<file path="config.mk">
export PLATFORM = sky130hd
export DESIGN_NAME = mtrap_seq
export DESIGN_NICKNAME = d
export VERILOG_FILES = /design/src/rtl/mtrap_pkg.sv /design/src/rtl/mtrap_vec.sv /design/src/rtl/mtrap_csr.sv /design/src/rtl/mtrap_seq.sv
export SDC_FILE = /design/constraint.sdc
export NUM_CORES = 1
export LEC_CHECK = 0
export CAP_MARGIN = 25
export CORE_ASPECT_RATIO = 1.5
export CORE_UTILIZATION = 45
export CTS_CLUSTER_SIZE = 14
export DETAILED_ROUTE_END_ITERATION = 7
export GPL_ROUTABILITY_DRIVEN = 1
export PLACE_DENSITY = 0.86
export SLEW_MARGIN = 15
export SYNTH_ARGS = -nofsm -noshare
export SYNTH_HDL_FRONTEND = slang
export SYNTH_SLANG_ARGS = --single-unit
</file>
<file path="constraint.sdc">
create_clock -name clk -period 5.6 [get_ports clk]
set_input_delay 0.84 -clock clk [delete_from_list [all_inputs] [get_ports clk]]
set_output_delay 0.84 -clock clk [all_outputs]
set_load 0.01 [all_outputs]
</file>
<file path="src/rtl/mtrap_pkg.sv">
package mtrap_pkg;
  typedef enum logic [1:0] {
    PRIV_U = 2'b00,
    PRIV_S = 2'b01,
    PRIV_M = 2'b11
  } priv_e;

  localparam logic [1:0] VEC_DIRECT   = 2'b00;
  localparam logic [1:0] VEC_VECTORED = 2'b01;
endpackage

</file>
<file path="src/rtl/mtrap_vec.sv">
module mtrap_vec #(
  parameter int XLEN   = 32,
  parameter int CODE_W = 5
) (
  input  logic [XLEN-1:0]   tvec,
  input  logic              is_irq,
  input  logic [CODE_W-1:0] code,
  output logic [XLEN-1:0]   target
);
  import mtrap_pkg::*;

  localparam int PAD_W = XLEN - CODE_W - 2;

  logic [XLEN-1:0] base;
  logic [XLEN-1:0] offset;

  assign base   = {tvec[XLEN-1:2], 2'b00};
  assign offset = {{PAD_W{1'b0}}, code, 2'b00};

  always_comb begin
    if (tvec[1:0] == VEC_VECTORED && is_irq)
      target = base + offset;
    else
      target = base;
  end
endmodule

</file>
<file path="src/rtl/mtrap_csr.sv">
module mtrap_csr #(
  parameter int XLEN   = 32,
  parameter int CODE_W = 5
) (
  input  logic              clk,
  input  logic              rst,
  input  logic              take_trap,
  input  logic              take_ret,
  input  logic              is_irq,
  input  logic [CODE_W-1:0] code,
  input  logic [XLEN-1:0]   pc,
  input  logic [1:0]        priv_in,
  output logic [XLEN-1:0]   epc_q,
  output logic [XLEN-1:0]   cause_q,
  output logic              ie_q,
  output logic              pie_q,
  output logic [1:0]        pp_q
);
  import mtrap_pkg::*;

  localparam int MID_W = XLEN - CODE_W - 1;

  always_ff @(posedge clk) begin
    if (rst) begin
      epc_q   <= '0;
      cause_q <= '0;
      ie_q    <= 1'b0;
      pie_q   <= 1'b0;
      pp_q    <= PRIV_U;
    end else if (take_trap) begin
      epc_q   <= {pc[XLEN-1:2], 2'b00};
      cause_q <= {is_irq, {MID_W{1'b0}}, code};
      pie_q   <= ie_q;
      ie_q    <= 1'b0;
      pp_q    <= priv_in;
    end else if (take_ret) begin
      ie_q    <= pie_q;
      pie_q   <= 1'b1;
      pp_q    <= PRIV_U;
    end
  end


  ie_cleared_chk: assert property (@(posedge clk) disable iff (rst)
    take_trap |=> !ie_q);


  pie_push_chk: assert property (@(posedge clk) disable iff (rst)
    take_trap |=> pie_q == $past(ie_q));


  pop_chk: assert property (@(posedge clk) disable iff (rst)
    take_ret && !take_trap |=> pie_q && pp_q == PRIV_U && ie_q == $past(pie_q));


  epc_align_chk: assert property (@(posedge clk) disable iff (rst)
    epc_q[1:0] == 2'b00);


  hold_chk: assert property (@(posedge clk) disable iff (rst)
    !take_trap && !take_ret |=> $stable(epc_q) && $stable(cause_q) && $stable(pp_q));
endmodule

</file>
<file path="src/rtl/mtrap_seq.sv">
module mtrap_seq #(
  parameter int XLEN   = 32,
  parameter int CODE_W = 5
) (
  input  logic              clk,
  input  logic              rst,
  input  logic              trap_req,
  input  logic              trap_irq,
  input  logic [CODE_W-1:0] trap_code,
  input  logic [XLEN-1:0]   cur_pc,
  input  logic [1:0]        cur_priv,
  input  logic              mret,
  input  logic [XLEN-1:0]   tvec,
  output logic              redirect_o,
  output logic [XLEN-1:0]   next_pc_o,
  output logic [1:0]        priv_o,
  output logic [XLEN-1:0]   epc_o,
  output logic [XLEN-1:0]   cause_o,
  output logic              ie_o,
  output logic              pie_o,
  output logic [1:0]        pp_o
);
  import mtrap_pkg::*;

  logic            take_trap;
  logic            take_ret;
  logic [XLEN-1:0] handler_pc;

  assign take_trap = trap_req;
  assign take_ret  = mret & ~trap_req;

  mtrap_vec #(.XLEN(XLEN), .CODE_W(CODE_W)) u_vec (
    .tvec   (tvec),
    .is_irq (trap_irq),
    .code   (trap_code),
    .target (handler_pc)
  );

  mtrap_csr #(.XLEN(XLEN), .CODE_W(CODE_W)) u_csr (
    .clk       (clk),
    .rst       (rst),
    .take_trap (take_trap),
    .take_ret  (take_ret),
    .is_irq    (trap_irq),
    .code      (trap_code),
    .pc        (cur_pc),
    .priv_in   (cur_priv),
    .epc_q     (epc_o),
    .cause_q   (cause_o),
    .ie_q      (ie_o),
    .pie_q     (pie_o),
    .pp_q      (pp_o)
  );

  always_ff @(posedge clk) begin
    if (rst) begin
      redirect_o <= 1'b0;
      next_pc_o  <= '0;
      priv_o     <= PRIV_M;
    end else begin
      redirect_o <= take_trap | take_ret;
      if (take_trap) begin
        next_pc_o <= handler_pc;
        priv_o    <= PRIV_M;
      end else if (take_ret) begin
        next_pc_o <= epc_o;
        priv_o    <= pp_o;
      end
    end
  end


  redirect_src_chk: assert property (@(posedge clk) disable iff (rst)
    redirect_o |-> $past(trap_req || mret));


  collide_chk: assert property (@(posedge clk) disable iff (rst)
    trap_req && mret |=> priv_o == PRIV_M && !ie_o);


  ret_pc_chk: assert property (@(posedge clk) disable iff (rst)
    mret && !trap_req |=> next_pc_o == $past(epc_o) && priv_o == $past(pp_o));


  trap_pp_chk: assert property (@(posedge clk) disable iff (rst)
    trap_req |=> pp_o == $past(cur_priv) && priv_o == PRIV_M);
endmodule

</file>
# After elaboration in Yosys (flattened, before gate mapping)
# Cells that the tools add are included.
dict set report op_classes {
  add_sub_neg 1
  mux 7
  bitwise_logic 3
  reduce_logical 3
  n_eq_ne 1
}
# op count
set op_table {}
lappend op_table {{$mux W32} 3}
lappend op_table {{$add A32 B7 Y32} 1}
lappend op_table {{$mux W2} 2}
lappend op_table {{$eq A2 B1 Y1 const B} 1}
lappend op_table {{$mux W1} 2}
lappend op_table {{$reduce_bool A2 Y1} 1}
lappend op_table {{$reduce_or A2 Y1} 1}
lappend op_table {{$and A1 B1 Y1} 1}
lappend op_table {{$logic_and A1 B1 Y1} 1}
lappend op_table {{$not A1 Y1} 1}
lappend op_table {{$or A1 B1 Y1} 1}
dict set report totals {
  in_bits 76
  register_bits 75
  out_inout_bits 103
}

# Depth between registers and ports, before layout
# Gate-level depths: netlist of the first run.
dict set report logic_depth {
  depth_word 4
  mapped_depth 7
  ltp_nobuf 7
}

# By module
# A second synthesis of the first run with hierarchy kept.
dict set report hier_totals {
  cells_unflattened 420
  hier_area_um2 4036.4
}
# module cells_each area_each_um2 seq_area_each_um2 n_inst
set by_module_without_submodules {}
lappend by_module_without_submodules {mtrap_seq 154 1642.8 700.7 1}
lappend by_module_without_submodules {mtrap_csr 161 1632.8 800.8 1}
lappend by_module_without_submodules {mtrap_vec 105 760.7 0.0 1}

# Worst setup path after synthesis of the first run
# OpenSTA, ideal clock, no wires.
dict set report synth_path {
  kind {input to register}
  start {input port trap_code[0]}
  end {register next_pc_o[30]}
  required_time_ps 5509
  arrival_time_ps 2508
  path_stages 7
  path_slack_ps 3001
  setup_ps 91
  cell_sequence {ha_1 -> fa_1 -> a211oi_1 -> o21bai_2 -> nand2_1 -> or4_1 -> a311oi_1}
}
dict set report synth_via {
  elab_chain_cells 3
}
# element line_no
set synth_lines {}
lappend synth_lines {{start: declaration} mtrap_seq.sv:9} ;# input logic [CODE_W-1:0] trap_code,
lappend synth_lines {{$add A32 B7 Y32} mtrap_vec.sv:22} ;# target = base + offset;
lappend synth_lines {{$mux W32} mtrap_vec.sv:21} ;# if (tvec[1:0] == VEC_VECTORED && is_irq)
lappend synth_lines {{$mux W32} mtrap_seq.sv:62} ;# if (take_trap) begin
lappend synth_lines {{end signal: assignment} mtrap_seq.sv:63} ;# next_pc_o <= handler_pc;
lappend synth_lines {{end signal: assignment} mtrap_seq.sv:66} ;# next_pc_o <= epc_o;
lappend synth_lines {{end: declaration} mtrap_seq.sv:15} ;# output logic [XLEN-1:0] next_pc_o,
# No other way between the ends.
# A chain may end at the register's enable or synchronous reset.

# Final worst setup path of the first run
dict set report layout_path {
  start {input port trap_code[2]}
  end {register next_pc_o[25]}
}
# The elaborated chain is that of the path after synthesis.

==> metrics, run 1 <==
port bufs 146; H-tree depth 3; Post-Layout Inst Area 0.00556 mm^2; ys flop type dfxtp_1; worst flop-to-flop path startpoint next_pc_o[25]; Die H 116 um; met2 Use GR 0.425; WP buf/inv 1; relative slew slack 0.304; Mapped Cells 426; crit share post-route 0.591; fin util 0.661; Root Buffer clkbuf_16; Crit path depth 7; Worst-Margin Slew 1.04 ns; grt peak-use layer met2; Starting Density 0.463; Gate power share 0.186; first-pass GRT wire length 16200 um; internal power 1140 uW; Clk network pwr share 0.436; Pins Over Slew Limit 0; gpl congestion 0.803; Sw Share 0.247; worst reg2reg path depth 5; Synth area leader dfxtp_1; Detailed Route WL 10200 um; CP endpoint next_pc_o[25]; Avg Inst Size Synth 9.15 um^2; FF/Latch Area 0.00146 mm^2; first-pass iteration count of the detailed router 4; Worst Path Max Fanout 11; row count 41; Post-CTS Setup Bufs 0; Peak supply drop 0.196 mV; clk buf depth 2; final setup fails 0; skew final 0.00818 ns; setup TNS 0 ns; Hold Crit Class reg2reg; Max Freq 302 MHz; antenna violations before repair 0; Required @ worst endpoint 5.84 ns; Layout area overhead 42.7%; status finished, final reports clean; minimum clock period 3.31 ns; vias per cell 5.25; leakage power 0.00220 uW; cts hold-fix bufs 0; Hold Path Depth 2; CTS sink cnt 73; Final Hold Viols 0; total CTS buffers 9; hold_sp priv_o[1]; pwr/cell area 272 mW/mm^2; Critical Path Max Stage Delay 0.82 ns; CP delay by family, top compound AO/OA/AOI/OAI gates; CP max stage cell o21ai_1; worst-path cell chain clkdlybuf4s50_1, ha_1, o21ai_0, o21ai_1, nand3_1, or3_1, a31oi_1; Seq pwr share 0.379; DRC marker count from the first detailed-route iteration 155; CTS resizes 0; most frequent cell after synthesis dfxtp_1; die footprint 0.00904 mm^2; met3 GRT Util 0.0512; Clk pin slew, worst setup/hold paths 0.06 ns; Worst setup SP type input pin; Reg2Reg Capture Point next_pc_o[25]; worst setup path startpoint trap_code[2]; largest net degree at the start of global routing 73; Detail Route Antenna Nets 0; Synth area leaders dfxtp_1 37%, mux2i_1 10%, a211oi_1 10%; vias in the first global route 3423; Multi-input gate area 0.00214 mm^2; Syn Std Cell Area 0.00390 mm^2; Yosys reg bits 73; drt wl/cell 15.3 um; CTS tree yes; Crit Path Class in2reg; Nets 636; top cells by count, synth 73 x dfxtp_1, 53 x a211oi_1, 50 x nor2_1, 40 x mux2i_1, 30 x buf_4; EDFF count, synth 0; fillers 708; placed instance area 0.00522 mm^2; grt met1 use 0.252; # IOs 179; library cells used by synthesis 48; Seq/Total Area, Yosys 0.375; Core Footprint 0.00841 mm^2; area share of the largest cell type after synthesis 0.375; flop2flop setup slack 4.53 ns; Sw Pwr 373 uW; global-route usage over all layers 0.228; die width 78.0 um; grt ovf 0; drt drc 0; Ys Warns 0; Skew-Pair Late Insertion Delay 0.32 ns; async set-reset flop share out of synthesis 0; post-detail-place hpwl 7120 um; fraction of layout cells with a size suffix above 1 0.0572; RSZ-0062 raised after global routing no; Vias 3497; Max Cap Viol 0; Worst setup EP type register; critical path arrival 3.55 ns; Diodes inserted 0; Pwr Total 1510 uW
==> power groups by stage <==
stage                     Combinational [uW]  Sequential (uW)  Clock, uW
after global routing                     304              577        696
after global placement                   274              583          0
after floorplan                          137              597          0
final                                    281              573        659
after detailed placement                 280              585          0
after CTS                                282              574        671
==> worst min path at each step <==
| stage | endpoint | slack (ns) |
|---|---|---|
| floorplan | priv_o[0] | 0.51 |
| global placement | priv_o[0] | 0.46 |
| detailed placement | priv_o[1] | 0.48 |
| CTS | priv_o[1] | 0.49 |
| global route | priv_o[1] | 0.51 |
| finish | priv_o[1] | 0.49 |
==> worst reg2reg max path, delay by kind of cell (launching register included) <==
kind               cells  cell delay [ns]
AOI/OAI and AO/OA      3             0.42
DFF                    1             0.31
and+or+nand+nor        2             0.19
==> cell families after synthesis <==
group,synth area share
AO/OA/AOI/OAI,0.154
XOR/XNOR,0.0449
adder cells (fa/ha/maj),0.0212
buffers and inverters,0.104
flip-flops,0.375
multiplexers,0.106
other,0.000962
AND/OR/NAND/NOR,0.195
==> cell usage in the layout (no fill, tap or decap), types with 4 or more instances in the layout <==
cell type,count
clkdlybuf4s50_1,143
dfxtp_1,73
a211oi_1,53
nor2_1,50
mux2i_1,40
conb_1,30
nor2b_1,28
xor2_1,19
nand2_1,16
nand3_1,12
clkbuf_16,9
nand4_1,8
a311oi_1,7
o21ai_0,5
nor3_1,5
ha_1,5
a21oi_1,4
buf_4,4
==> through the flow <==
step	hold WS, ns	setup slack [ns]	std cells
3_3_place_gp	0.456	2.09	650
4_1_cts	0.494	2.32	666
3_5_place_dp	0.478	2.04	650
6_report	0.489	2.29	666
5_1_grt	0.506	2.14	666
2_1_floorplan	0.512	3.00	455
==> per-layer routing <==
layer / up-vias / wire length, um
met5: - / 0
met3: 15 / 588
met4: 0 / 166
met2: 116 / 5490
li1: 1725 / -
met1: 1641 / 3940
==> area by class of cell <==
cell class | count | area share
inverters | 3 | 0.00202
repair buffers | 149 | 0.265
clock inverters | 6 | 0.0209
multi-input cells | 318 | 0.385
well taps | 107 | 0.0241
flip-flops and latches | 73 | 0.263
clock buffers | 10 | 0.0412
==> state kept, by name, indices dropped and copies added, names as in the netlist <==
register,cells
u_csr.pp_q,2
redirect_o,1
u_csr.ie_q,1
next_pc_o,30
priv_o,2
u_csr.epc_q,30
u_csr.cause_q,6
u_csr.pie_q,1
Power figures use the tool's default switching activity.
==> inputs of run 2 (changes only) <==
--- a/config.mk
+++ b/config.mk
@@ -7,11 +7,11 @@
 export LEC_CHECK = 0
 export CAP_MARGIN = 25
 export CORE_ASPECT_RATIO = 1.5
-export CORE_UTILIZATION = 45
+export CORE_UTILIZATION = 42
 export CTS_CLUSTER_SIZE = 14
 export DETAILED_ROUTE_END_ITERATION = 7
 export GPL_ROUTABILITY_DRIVEN = 1
-export PLACE_DENSITY = 0.86
+export PLACE_DENSITY = 0.81
 export SLEW_MARGIN = 15
 export SYNTH_ARGS = -nofsm -noshare
 export SYNTH_HDL_FRONTEND = slang
==> constraint.sdc (replaced) <==
create_clock -name clk -period 3.25 [get_ports clk]
set_input_delay 0.4875 -clock clk [delete_from_list [all_inputs] [get_ports clk]]
set_output_delay 0.4875 -clock clk [all_outputs]
set_load 0.01 [all_outputs]
==> run 2 against run 1 <==
  * Clock skew about the same
  * First-iteration DRC count down 8.4%
  * Largest power group unchanged
  * Flip-flop and latch count unchanged
  * Critical path depth up 2
  * Die area up 7.0%
  * Hold slack better by 0.0011 ns
  * Cell area up 1.1%
  * Sequential power up 72%
  * Global-route usage down 0.94 points
==> metrics, run 2 (synthesized netlist as in run 1, its figures left out) <==
status finished, final reports clean; Detail Route Antenna Nets 0; global-route usage over all layers 0.218; hold slack 0.490 ns; total CTS buffers 9; setup TNS 0 ns; Layout area overhead 44.2%; Final Hold Viols 0; skew final 0.00803 ns; Detailed Route WL 10400 um; vias in the first global route 3492; leakage power 0.00223 uW; most common cell after layout, fill and taps aside clkdlybuf4s50_1; DRC marker count from the first detailed-route iteration 142; drt drc 0; Starting Density 0.436; Peak supply drop 0.350 mV; first-pass GRT wire length 16300 um; Pins Over Slew Limit 0; worst reg2reg path depth 5; flop2flop setup slack 2.21 ns; Crit Path Class in2reg; fillers 765; Worst Path Max Fanout 9; worst setup path startpoint trap_code[0]; die footprint 0.00968 mm^2; first-pass iteration count of the detailed router 4; Nets 642; Hold Crit Class reg2reg; pwr/cell area 456 mW/mm^2; drt wl/cell 15.3 um; CTS sink cnt 73; vias per cell 5.25; post-detail-place hpwl 7450 um; Clk pin slew, worst setup/hold paths 0.05 ns; port bufs 146; Post-CTS Setup Bufs 0; Worst-Margin Slew 0.766 ns; largest net degree at the start of global routing 62; gpl congestion 0.780; Max Cap Viol 0; grt ovf 0; Required @ worst endpoint 3.42 ns; minimum clock period 2.50 ns; Hold EP priv_o[1]; cts hold-fix bufs 0; fraction of layout cells with a size suffix above 1 0.0690; biggest regs next_pc_o x30, u_csr.epc_q x30, u_csr.cause_q x6; final setup fails 0; clk buf depth 2; CTS tree yes; hold_sp priv_o[1]; Vias 3547; Reg2Reg Capture Point next_pc_o[25]; FF/Latch Area 0.00146 mm^2; Root Buffer clkbuf_16; antenna violations before repair 0; # IOs 179; RSZ-0062 raised after global routing no; crit share post-route 0.769; Multi-input gate area 0.00214 mm^2; Hold Path Depth 2; critical path arrival 2.67 ns; Worst setup SP type input pin; Max Freq 400 MHz; worst flop-to-flop path startpoint next_pc_o[25]; die width 80.7 um; CTS resizes 0; row count 42; Worst setup EP type register; relative slew slack 0.490; Diodes inserted 0; Core Footprint 0.00893 mm^2; Die H 120 um; commonest cells after routing, fill and taps aside 143 x clkdlybuf4s50_1, 73 x dfxtp_1, 53 x a211oi_1; Skew-Pair Late Insertion Delay 0.33 ns; H-tree depth 3; fin util 0.629
-- run 2: worst max-delay path by stage --
stage                          to  slack [ns]  cells after the start
CTS                 next_pc_o[18]        0.75                      9
global placement    next_pc_o[26]        0.44                      9
detailed placement  next_pc_o[18]        0.41                      9
finish              next_pc_o[18]        0.75                      9
floorplan           next_pc_o[30]        1.00                      7
global route        next_pc_o[30]        0.61                      8
-- run 2: cell type report --
class | count | area share
Clock buffer | 11 | 0.0450
Clock inverter | 5 | 0.0138
Inverter | 3 | 0.00200
Multi-Input combinational cell | 318 | 0.381
Sequential cell | 73 | 0.260
Tap cell | 110 | 0.0245
Timing Repair Buffer | 155 | 0.274
-- run 2: per-layer routing --
metal	GRT usage	vias up	wire length, um
li1	-	1742	-
met1	0.232	1641	3950
met2	0.388	134	5360
met3	0.0570	30	711
met4	0.106	0	337
met5	0	-	0
-- run 2: power by group --
group	internal [uW]	total (uW)	switching (uW)	leakage, uW
Sequential	953	987	34.1	0.000604
Combinational	266	496	230	0.00147
Clock	711	1080	369	0.000162
-- run 2: stage by stage --
stage / power [uW] / std cells / cell area, um^2 / worst slack, ns
after global routing: 2670 / 675 / 5620 / 0.611
after floorplan: 1270 / 455 / 4010 / 1.00
after detailed placement: 1500 / 659 / 5290 / 0.407
final: 2560 / 675 / 5620 / 0.750
after global placement: 1490 / 659 / 5290 / 0.441
after CTS: 2590 / 675 / 5620 / 0.746
-- run 2: worst max-delay path, cell delays in order --
cell             delay, ns
clkdlybuf4s50_1       0.43
ha_1                  0.26
fa_1                  0.44
a211oi_1              0.37
o21bai_2              0.13
buf_4                 0.18
nand4_1               0.12
xor2_1                0.17
a211oi_1              0.09
